`config.mk`:
```
export PLATFORM = sky130hd
export DESIGN_NAME = snooze_seq
export DESIGN_NICKNAME = d
export VERILOG_FILES = /design/src/rtl/snz_pkg.sv /design/src/rtl/snz_sync.sv /design/src/rtl/snz_fsm.sv /design/src/rtl/snz_guard.sv /design/src/rtl/snooze_seq.sv
export SDC_FILE = /design/constraint.sdc
export NUM_CORES = 1
export LEC_CHECK = 0
export ABC_AREA = 0
export CAP_MARGIN = 30
export CORE_AREA = 2 2 39 41
export DETAILED_ROUTE_END_ITERATION = 16
export DIE_AREA = 0 0 41 43
export SLEW_MARGIN = 20
export SYNTH_ARGS = -nofsm -noshare
export SYNTH_HDL_FRONTEND = slang
export SYNTH_HIERARCHICAL = 1
export SYNTH_SLANG_ARGS = --single-unit
```
`constraint.sdc`:
```
create_clock -name clk -period 1.1 [get_ports clk]
set_input_delay 0.165 -clock clk [delete_from_list [all_inputs] [get_ports clk]]
set_output_delay 0.165 -clock clk [all_outputs]
set_load 0.005 [all_outputs]
```
`src/rtl/snz_pkg.sv`:
```
package snz_pkg;
   typedef enum logic [2:0] {
      SNZ_AWAKE    = 3'd0,
      SNZ_ENTERING = 3'd1,
      SNZ_ASLEEP   = 3'd2,
      SNZ_EXITING  = 3'd3,
      SNZ_RECOVERY = 3'd4
   } snz_state_e;
endpackage

```
`src/rtl/snz_sync.sv`:
```
module snz_sync #(
   parameter int STAGES = 2
) (
   input  logic clk,
   input  logic rst_n,
   input  logic async_in,
   output logic sync_out
);
   logic [STAGES-1:0] chain;

   generate
      if (STAGES < 2) begin : g_bad_stages
         $error("snz_sync: STAGES must be at least 2");
      end
      for (genvar i = 0; i < STAGES; i++) begin : g_stage
         logic d_in;
         if (i == 0) begin : g_first
            assign d_in = async_in;
         end else begin : g_next
            assign d_in = chain[i-1];
         end
         always_ff @(posedge clk or negedge rst_n) begin
            if (!rst_n) chain[i] <= 1'b0;
            else        chain[i] <= d_in;
         end
      end
   endgenerate

   assign sync_out = chain[STAGES-1];
endmodule

```
`src/rtl/snz_fsm.sv`:
```
module snz_fsm
   import snz_pkg::*;
#(
   parameter int ENTRY_CYCLES    = 2,
   parameter int EXIT_CYCLES     = 2,
   parameter int RECOVERY_CYCLES = 2
) (
   input  logic       clk,
   input  logic       rst_n,
   input  logic       req_s,
   output snz_state_e state_o,
   output logic       kill_o
);
   localparam int MAX_LEN = (ENTRY_CYCLES > EXIT_CYCLES)
                            ? ((ENTRY_CYCLES > RECOVERY_CYCLES) ? ENTRY_CYCLES : RECOVERY_CYCLES)
                            : ((EXIT_CYCLES > RECOVERY_CYCLES) ? EXIT_CYCLES : RECOVERY_CYCLES);
   localparam int CNT_W = (MAX_LEN < 2) ? 1 : $clog2(MAX_LEN);
   localparam logic [CNT_W-1:0] ENT_LOAD = CNT_W'(ENTRY_CYCLES - 1);
   localparam logic [CNT_W-1:0] EXT_LOAD = CNT_W'(EXIT_CYCLES - 1);
   localparam logic [CNT_W-1:0] REC_LOAD = CNT_W'(RECOVERY_CYCLES - 1);

   generate
      if (ENTRY_CYCLES < 1 || EXIT_CYCLES < 1 || RECOVERY_CYCLES < 1) begin : g_bad_len
         $error("snz_fsm: every phase length must be at least 1");
      end
   endgenerate

   snz_state_e       state_q, state_d;
   logic [CNT_W-1:0] cnt_q, cnt_d;
   logic             kill_q, kill_d;
   logic             cnt_done;

   assign cnt_done = (cnt_q == '0);

   always_comb begin
      state_d = state_q;
      cnt_d   = cnt_q;
      kill_d  = 1'b0;
      unique case (state_q)
         SNZ_AWAKE: begin
            if (req_s) begin
               state_d = SNZ_ENTERING;
               cnt_d   = ENT_LOAD;
               kill_d  = 1'b1;
            end
         end
         SNZ_ENTERING: begin
            if (cnt_done) state_d = SNZ_ASLEEP;
            else          cnt_d   = cnt_q - 1'b1;
         end
         SNZ_ASLEEP: begin
            if (!req_s) begin
               state_d = SNZ_EXITING;
               cnt_d   = EXT_LOAD;
            end
         end
         SNZ_EXITING: begin
            if (cnt_done) begin
               state_d = SNZ_RECOVERY;
               cnt_d   = REC_LOAD;
            end else begin
               cnt_d = cnt_q - 1'b1;
            end
         end
         SNZ_RECOVERY: begin
            if (cnt_done) state_d = SNZ_AWAKE;
            else          cnt_d   = cnt_q - 1'b1;
         end
         default: begin
            state_d = SNZ_AWAKE;
            cnt_d   = '0;
         end
      endcase
   end

   always_ff @(posedge clk or negedge rst_n) begin
      if (!rst_n) begin
         state_q <= SNZ_AWAKE;
         cnt_q   <= '0;
         kill_q  <= 1'b0;
      end else begin
         state_q <= state_d;
         cnt_q   <= cnt_d;
         kill_q  <= kill_d;
      end
   end

   assign state_o = state_q;
   assign kill_o  = kill_q;

   // Independent dwell counter: cycles spent in the current state.
   int unsigned dwell;
   always_ff @(posedge clk or negedge rst_n) begin
      if (!rst_n)                  dwell <= 1;
      else if (state_d != state_q) dwell <= 1;
      else if (dwell != 32'hFFFF_FFFF) dwell <= dwell + 1;
   end

   AST_ENTRY_TIME: assert property (@(posedge clk) disable iff (!rst_n)
      ($past(state_q) == SNZ_ENTERING && state_q != SNZ_ENTERING)
         |-> $past(dwell) == ENTRY_CYCLES);
   AST_EXIT_TIME: assert property (@(posedge clk) disable iff (!rst_n)
      ($past(state_q) == SNZ_EXITING && state_q != SNZ_EXITING)
         |-> $past(dwell) == EXIT_CYCLES);
   AST_RECOVERY_TIME: assert property (@(posedge clk) disable iff (!rst_n)
      ($past(state_q) == SNZ_RECOVERY && state_q != SNZ_RECOVERY)
         |-> $past(dwell) == RECOVERY_CYCLES);
   AST_ENTER_ORDER: assert property (@(posedge clk) disable iff (!rst_n)
      ($past(state_q) == SNZ_AWAKE && state_q != SNZ_AWAKE)
         |-> state_q == SNZ_ENTERING);
   AST_WAKE_ORDER: assert property (@(posedge clk) disable iff (!rst_n)
      ($past(state_q) != SNZ_AWAKE && state_q == SNZ_AWAKE)
         |-> $past(state_q) == SNZ_RECOVERY);
   AST_ENTRY_COMPLETES: assert property (@(posedge clk) disable iff (!rst_n)
      ($past(state_q) == SNZ_ENTERING && state_q != SNZ_ENTERING)
         |-> state_q == SNZ_ASLEEP);
endmodule

```
`src/rtl/snz_guard.sv`:
```
module snz_guard
   import snz_pkg::*;
(
   input  logic       clk,
   input  logic       rst_n,
   input  snz_state_e state,
   input  logic       req_s,
   input  logic       sel1_n,
   input  logic       sel2,
   input  logic       sel3_n,
   input  logic       pstb_n,
   input  logic       cstb_n,
   output logic       flag_o
);
   logic selected, engaged, window;

   assign selected = !sel1_n && sel2 && !sel3_n;
   assign engaged  = selected || !pstb_n || !cstb_n;
   assign window   = (state == SNZ_AWAKE && req_s)
                   || state == SNZ_EXITING
                   || state == SNZ_RECOVERY;

   always_ff @(posedge clk or negedge rst_n) begin
      if (!rst_n) flag_o <= 1'b0;
      else        flag_o <= window && engaged;
   end
endmodule

```
`src/rtl/snooze_seq.sv`:
```
module snooze_seq
   import snz_pkg::*;
#(
   parameter int SYNC_STAGES     = 2,
   parameter int ENTRY_CYCLES    = 2,
   parameter int EXIT_CYCLES     = 2,
   parameter int RECOVERY_CYCLES = 2
) (
   input  logic clk,
   input  logic rst_n,
   input  logic snz_req_a,
   input  logic sel1_n,
   input  logic sel2,
   input  logic sel3_n,
   input  logic pstb_n,
   input  logic cstb_n,
   output logic snoozing,
   output logic in_gate,
   output logic xfer_kill,
   output logic rule_break
);
   logic       req_s;
   snz_state_e state;

   snz_sync #(.STAGES(SYNC_STAGES)) u_sync (
      .clk      (clk),
      .rst_n    (rst_n),
      .async_in (snz_req_a),
      .sync_out (req_s)
   );

   snz_fsm #(
      .ENTRY_CYCLES    (ENTRY_CYCLES),
      .EXIT_CYCLES     (EXIT_CYCLES),
      .RECOVERY_CYCLES (RECOVERY_CYCLES)
   ) u_fsm (
      .clk     (clk),
      .rst_n   (rst_n),
      .req_s   (req_s),
      .state_o (state),
      .kill_o  (xfer_kill)
   );

   snz_guard u_guard (
      .clk    (clk),
      .rst_n  (rst_n),
      .state  (state),
      .req_s  (req_s),
      .sel1_n (sel1_n),
      .sel2   (sel2),
      .sel3_n (sel3_n),
      .pstb_n (pstb_n),
      .cstb_n (cstb_n),
      .flag_o (rule_break)
   );

   assign snoozing = (state == SNZ_ASLEEP);
   assign in_gate  = (state != SNZ_AWAKE);

   AST_SNOOZE_QUIET: assert property (@(posedge clk) disable iff (!rst_n)
      snoozing |-> !rule_break);
   AST_KILL_GATED: assert property (@(posedge clk) disable iff (!rst_n)
      xfer_kill |-> (in_gate && !snoozing));
   AST_KILL_SINGLE: assert property (@(posedge clk) disable iff (!rst_n)
      xfer_kill |=> !xfer_kill);
endmodule

```
==> reports/metrics.cfg, run 1 <==
[floorplan]
die_width_um = 41
initial_core_util_pct = 24.9
dieArea_um2 = 1760
die_h_um = 43
core_um2 = 1380
std_cell_rows = 14
ioPinCount = 12

[grt]
grt_pass1_vias = 284
track_usage_pct = 10.8
gr-total-overflow = 0
antenna_found_initial = 0
grt_pass1_wl_um = 1190
grt_max_degree = 10

[route]
drc = 0
routed_wl_um = 743
detail_route.first_pass.iterations = 4
vias = 305
vias_per_cell = 4.49
ant_nets = 0
initialDrtViolationCount = 3
wl_per_cell_um = 10.9

[power]
switching_power_mw = 0.481
p_seq_share_pct = 32.2
intPower_mw = 0.967
ir_drop_v = 0.000986
clockPowerShare_pct = 15.1
leakage_nw = 0.254
combPwrFrac_pct = 52.6
swShare_pct = 33.2
p_per_area_nw_per_um2 = 2610

[synthesis]
ys_seq_area_share_pct = 58.2
synthAdderAreaFrac_pct = 0
syn_area_um2 = 344
avgSynthCellArea_um2 = 10.8
synth_cells = 32
synth.area.top_cells = dfrtp_1 (58%), o21ai_0 (4.4%), nor2b_1 (3.6%)
synth_compound_area_share_pct = 10.5
synth_top_family_by_area = simple AND/OR/NAND/NOR gates
synth_cell_types = 19
ys_warn_count = 6
synth-xor-area-share_pct = 2.55
yosys.area.top_type = dfrtp_1
ys_seq_elements = 8
synth-simple-area-share_pct = 27.6
synthMuxAreaShare_pct = 0
synth_top_area_share_pct = 58.2
synth_nets = 40

[cts]
numCtsBuffers = 3
cts_tree = done
clock_sinks = 8
clk_latency_ps = 250
clk_path_buf_depth = 2
path_clk_slew_ps = 50
ctsRootBufferMaster = clkbuf_4
htree_num_levels = 1
holdBufCountCts = 0

[critical_path]
critPathRequiredTime_ps = 940
cp_max_fo = 3
crit_arrival_ps = 1110
crit_type = flip-flop to output port
worstSetupEndpointType = output port
cp-start-kind = flip-flop

[cells_and_area]
antennaDiodeCount = 0
fin_nets = 62
final_core_util_pct = 40.1
drive_above_1_share_pct = 26.9
final_cells = 68
area_growth_syn_to_layout_pct = 61.1
final_cell_area_um2 = 554

[timing]
post-route-period-util_pct = 116
finalWorstPathRequiredPeriod_ps = 1280
fmaxAchievable_mhz = 782
max-slew-margin-rel_pct = 75.5
drv_slew = 0
hold_slack_ps = 194
final.setup.worst_slack_ps = -178
worstMarginPinSlew_ps = 366
rsz0062_at_grt = yes
hold_viol = 0
setup_violations = 2
fin_skew_ps = 1.12

[placed_design]
placed_area_um2 = 504
globalplace.congestion = 0.730
placed_cells = 63
hpwl_um = 529
port_buffers = 11
dpl_worst_slack_ps = -272

[run_status]
outcome = complete, but fails checks
violations = negative setup slack

[run]
max_cap_violations = 0

[hold_path]
hp-class = input pin to async pin

==> final timing paths <==
| path | to | slack [ps] | startpoint | cells past startpoint |
|---|---|---|---|---|
| min | u_guard/flag_o | 190 | rst_n | 1 |
| min in group clk | u_sync/sync_out | 350 | u_sync/g_stage[1].d_in | 0 |
| min reg2reg | u_sync/sync_out | 350 | u_sync/g_stage[1].d_in | 0 |
| max reg2reg | u_fsm/state_o[0] | 10 | u_fsm/state_o[1] | 5 |
| max | in_gate | -180 | u_fsm/state_o[2] | 2 |
| max in group asynchronous | u_fsm/state_o[0] | 640 | rst_n | 1 |
==> area by class of cell <==
| class | count | area, µm² |
|---|---|---|
| sequential | 8 | 200 |
| timing repair buffer | 17 | 158 |
| multi-input combinational | 23 | 150 |
| fill | 142 | 830 |
| clock buffer | 3 | 22.5 |
| tap | 16 | 20.0 |
| inverter | 1 | 3.75 |
==> flip-flops by register name, summed over array words and instances, names as in the netlist <==
register / cells
u_guard/flag_o: 1
u_fsm/cnt_q: 1
u_sync/sync_out: 1
u_fsm/kill_o: 1
u_sync/g_stage.d_in: 1
u_fsm/state_o: 3
==> timing repair <==
| action | CTS | global route |
|---|---|---|
| hold endpoints to repair | 0 | 0 |
| gates resized for setup | 11 | 7 |
| pin swaps | 2 | 1 |
| buffers inserted | 1 | 1 |
| endpoints found under the setup margin | 4 | 7 |
==> metal layers <==
layer  vias to the layer above  share of wire (%)  routed length (µm)  global-route usage (%)
li1                        154                  -                   -                       -
met1                       137                 40                 295                    11.7
met2                        14                 48                 357                    15.6
met3                         0                 12                  90                    6.28
met4                         0                  0                   0                    6.00
met5                         -                  0                   0                       0
==> placed cells by master (no fill, tap or decap), drive strengths merged, types with 2 or more instances in the layout <==
cell / netlist / routed
buf: 0 / 8
dfrtp: 8 / 8
and2b: 2 / 2
dlygate4sd2: 0 / 2
nor2b: 2 / 2
clkdlybuf4s50: 0 / 7
o21ai: 3 / 3
nor2: 3 / 3
clkbuf: 0 / 3
nor3: 2 / 2
==> power groups by stage <==
stage,Sequential [mW],Combinational [mW],Clock [mW]
after detailed placement,0.472,0.677,0
after global routing,0.488,0.838,0.248
after global placement,0.463,0.669,0
after CTS,0.462,0.656,0.230
final,0.467,0.762,0.219
after floorplan,0.527,0.272,0
==> synth_stat cells, drive strengths merged <==
master,n
nor4,1
o21bai,1
nand3,1
nor2b,2
xnor2,1
a21oi,1
or3,1
nor3b,1
nand3b,1
a32oi,1
nor2,3
dfrtp,8
or3b,1
nand2,1
o21ai,3
inv,1
nor3,2
and2b,2
==> kinds of logic (layout without fill, tap and decap cells) <==
kind of cell              after synthesis  count (layout)
and+or+nand+nor                        16              16
buffers and inverters                   1              21
xor gates and xnor gates                1               1
DFF                                     8               8
AOI/OAI and AO/OA                       6               6
==> worst max-delay path, cell delays in order (launching register included) <==
cell and delay (ps):
dfrtp_1 380, or3_1 360, buf_2 130
==> metrics by stage <==
stage | total power [mW] | TNS, ps
after detailed placement | 1.15 | -562
after floorplan | 0.799 | 0
final | 1.45 | -200
after CTS | 1.35 | -233
after global placement | 1.13 | -529
after global routing | 1.57 | -468
Note: power is estimated with default switching activity, not from simulation.
==> run 2, diff against run 1 <==
HOLD_SLACK_MARGIN = 0.08   (was default)
MAX_ROUTING_LAYER = met4   (was default)
==> reports/metrics.cfg, run 2 (synthesis gave the netlist of run 1 again) <==
[route]
wl_per_cell_um = 10.9
vias_per_cell = 4.49
drc = 0
routed_wl_um = 741
vias = 305
detail_route.first_pass.iterations = 4
initialDrtViolationCount = 4
ant_nets = 0

[run]
max_cap_violations = 0

[power]
power_mw = 1.45
combPwrFrac_pct = 52.7
swShare_pct = 33.2
switching_power_mw = 0.482
p_per_area_nw_per_um2 = 2620
clockPowerShare_pct = 15.1
p_seq_share_pct = 32.2
intPower_mw = 0.969
leakage_nw = 0.253
ir_drop_v = 0.000996

[cts]
holdBufCountCts = 0
numCtsBuffers = 3
cts_tree = done
clk_path_buf_depth = 2
htree_num_levels = 1
clk_latency_ps = 250
ctsRootBufferMaster = clkbuf_4
path_clk_slew_ps = 50
clock_sinks = 8

[placed_design]
hpwl_um = 529
placed_cells = 63
port_buffers = 11
placed_area_um2 = 504
globalplace.congestion = 0.739

[floorplan]
die_width_um = 41
ioPinCount = 12
initial_core_util_pct = 24.9
dieArea_um2 = 1760
die_h_um = 43
std_cell_rows = 14
core_um2 = 1380

[critical_path]
ff2ff_setup_slack_ps = 20
critPathRequiredTime_ps = 940
ff2ff_path_depth = 5
reg2reg_from = u_fsm/state_o[1]
r2r-end = u_fsm/state_o[0]
cp-start-kind = flip-flop
crit_type = flip-flop to output port
crit_arrival_ps = 1110
worstSetupEndpointType = output port
cp_max_fo = 3

[run_status]
outcome = complete, but fails checks
violations = negative setup slack

[timing]
drv_slew = 0
setup_violations = 2
fin_skew_ps = 1.31
post-route-period-util_pct = 116
final.setup.worst_slack_ps = -178
fmaxAchievable_mhz = 782
max-slew-margin-rel_pct = 75.5
finalWorstPathRequiredPeriod_ps = 1280
hold_slack_ps = 194
hold_viol = 0
worstMarginPinSlew_ps = 366
rsz0062_at_grt = yes

[cells_and_area]
drive_above_1_share_pct = 26.9
layout_common_cells = dfrtp_1 (8), clkdlybuf4s50_1 (7), buf_6 (4)
largest_reg_flops = 3
multi_input_area_um2 = 150
antennaDiodeCount = 0
fin_nets = 62
final_common_cell = dfrtp_1
final_cell_area_um2 = 554
area_growth_syn_to_layout_pct = 61.1
final_cells = 68
final_core_util_pct = 40.1
n_fill_cell = 142
seq_area_um2 = 200

[grt]
grt_pass1_vias = 283
grt_pass1_wl_um = 1200
antenna_found_initial = 0
track_usage_pct = 11.1
gr-total-overflow = 0
grt_max_degree = 10

[hold_path]
hp-class = input pin to async pin

-- run 2: cell counts in the layout (fill, tap and decap cells not counted) --
Identical to the previous run, type by type.
-- run 2: layout make-up --
class                           instances  share of cell area, %
Timing Repair Buffer                   17                   28.4
Multi-Input combinational cell         23                   27.1
Inverter                                1                  0.677
Sequential cell                         8                   36.1
Tap cell                               16                   3.61
Clock buffer                            3                   4.06
-- run 2: worst max path at each step --
stage	cells past startpoint	slack, ps	from	to
finish	2	-180	u_fsm/state_o[2]	in_gate
global route	2	-260	u_fsm/state_o[2]	in_gate
CTS	2	-200	u_fsm/state_o[2]	in_gate
detailed placement	2	-270	u_fsm/state_o[1]	in_gate
global placement	2	-250	u_fsm/state_o[1]	in_gate
floorplan	1	110	u_fsm/state_o[1]	in_gate
-- run 2: per-layer routing --
metal | vias to the layer above | global-route usage, % | routed length, µm
met3 | 0 | 6.28 | 90
met4 | 0 | 6.00 | 0
met1 | 135 | 12.0 | 294
li1 | 156 | - | -
met2 | 14 | 15.6 | 356
met5 | - | - | 0
-- run 2: metrics by stage --
stage / setup WS [ps] / setup TNS (ps)
after CTS: -199 / -233
after global placement: -247 / -529
after floorplan: 109 / 0
final: -178 / -200
after detailed placement: -272 / -562
after global routing: -256 / -500
-- run 2: critical path: stages (launching register included) --
cell	delay, ps
dfrtp_1	380
or3_1	360
buf_2	130
-- run 2: power groups by stage --
stage               combinational, mW  sequential (mW)  clock, mW
detailed placement              0.677            0.472          0
floorplan                       0.272            0.527          0
global placement                0.669            0.463          0
CTS                             0.656            0.462      0.230
finish                          0.765            0.467      0.219
global route                    0.850            0.488      0.248
-- run 2: timing repair --
action	4_1_cts	5_1_grt
hold endpoints to repair	0	0
pin swaps	2	2
resized for setup	11	7
setup endpoints to repair	4	7
setup buffers	1	1
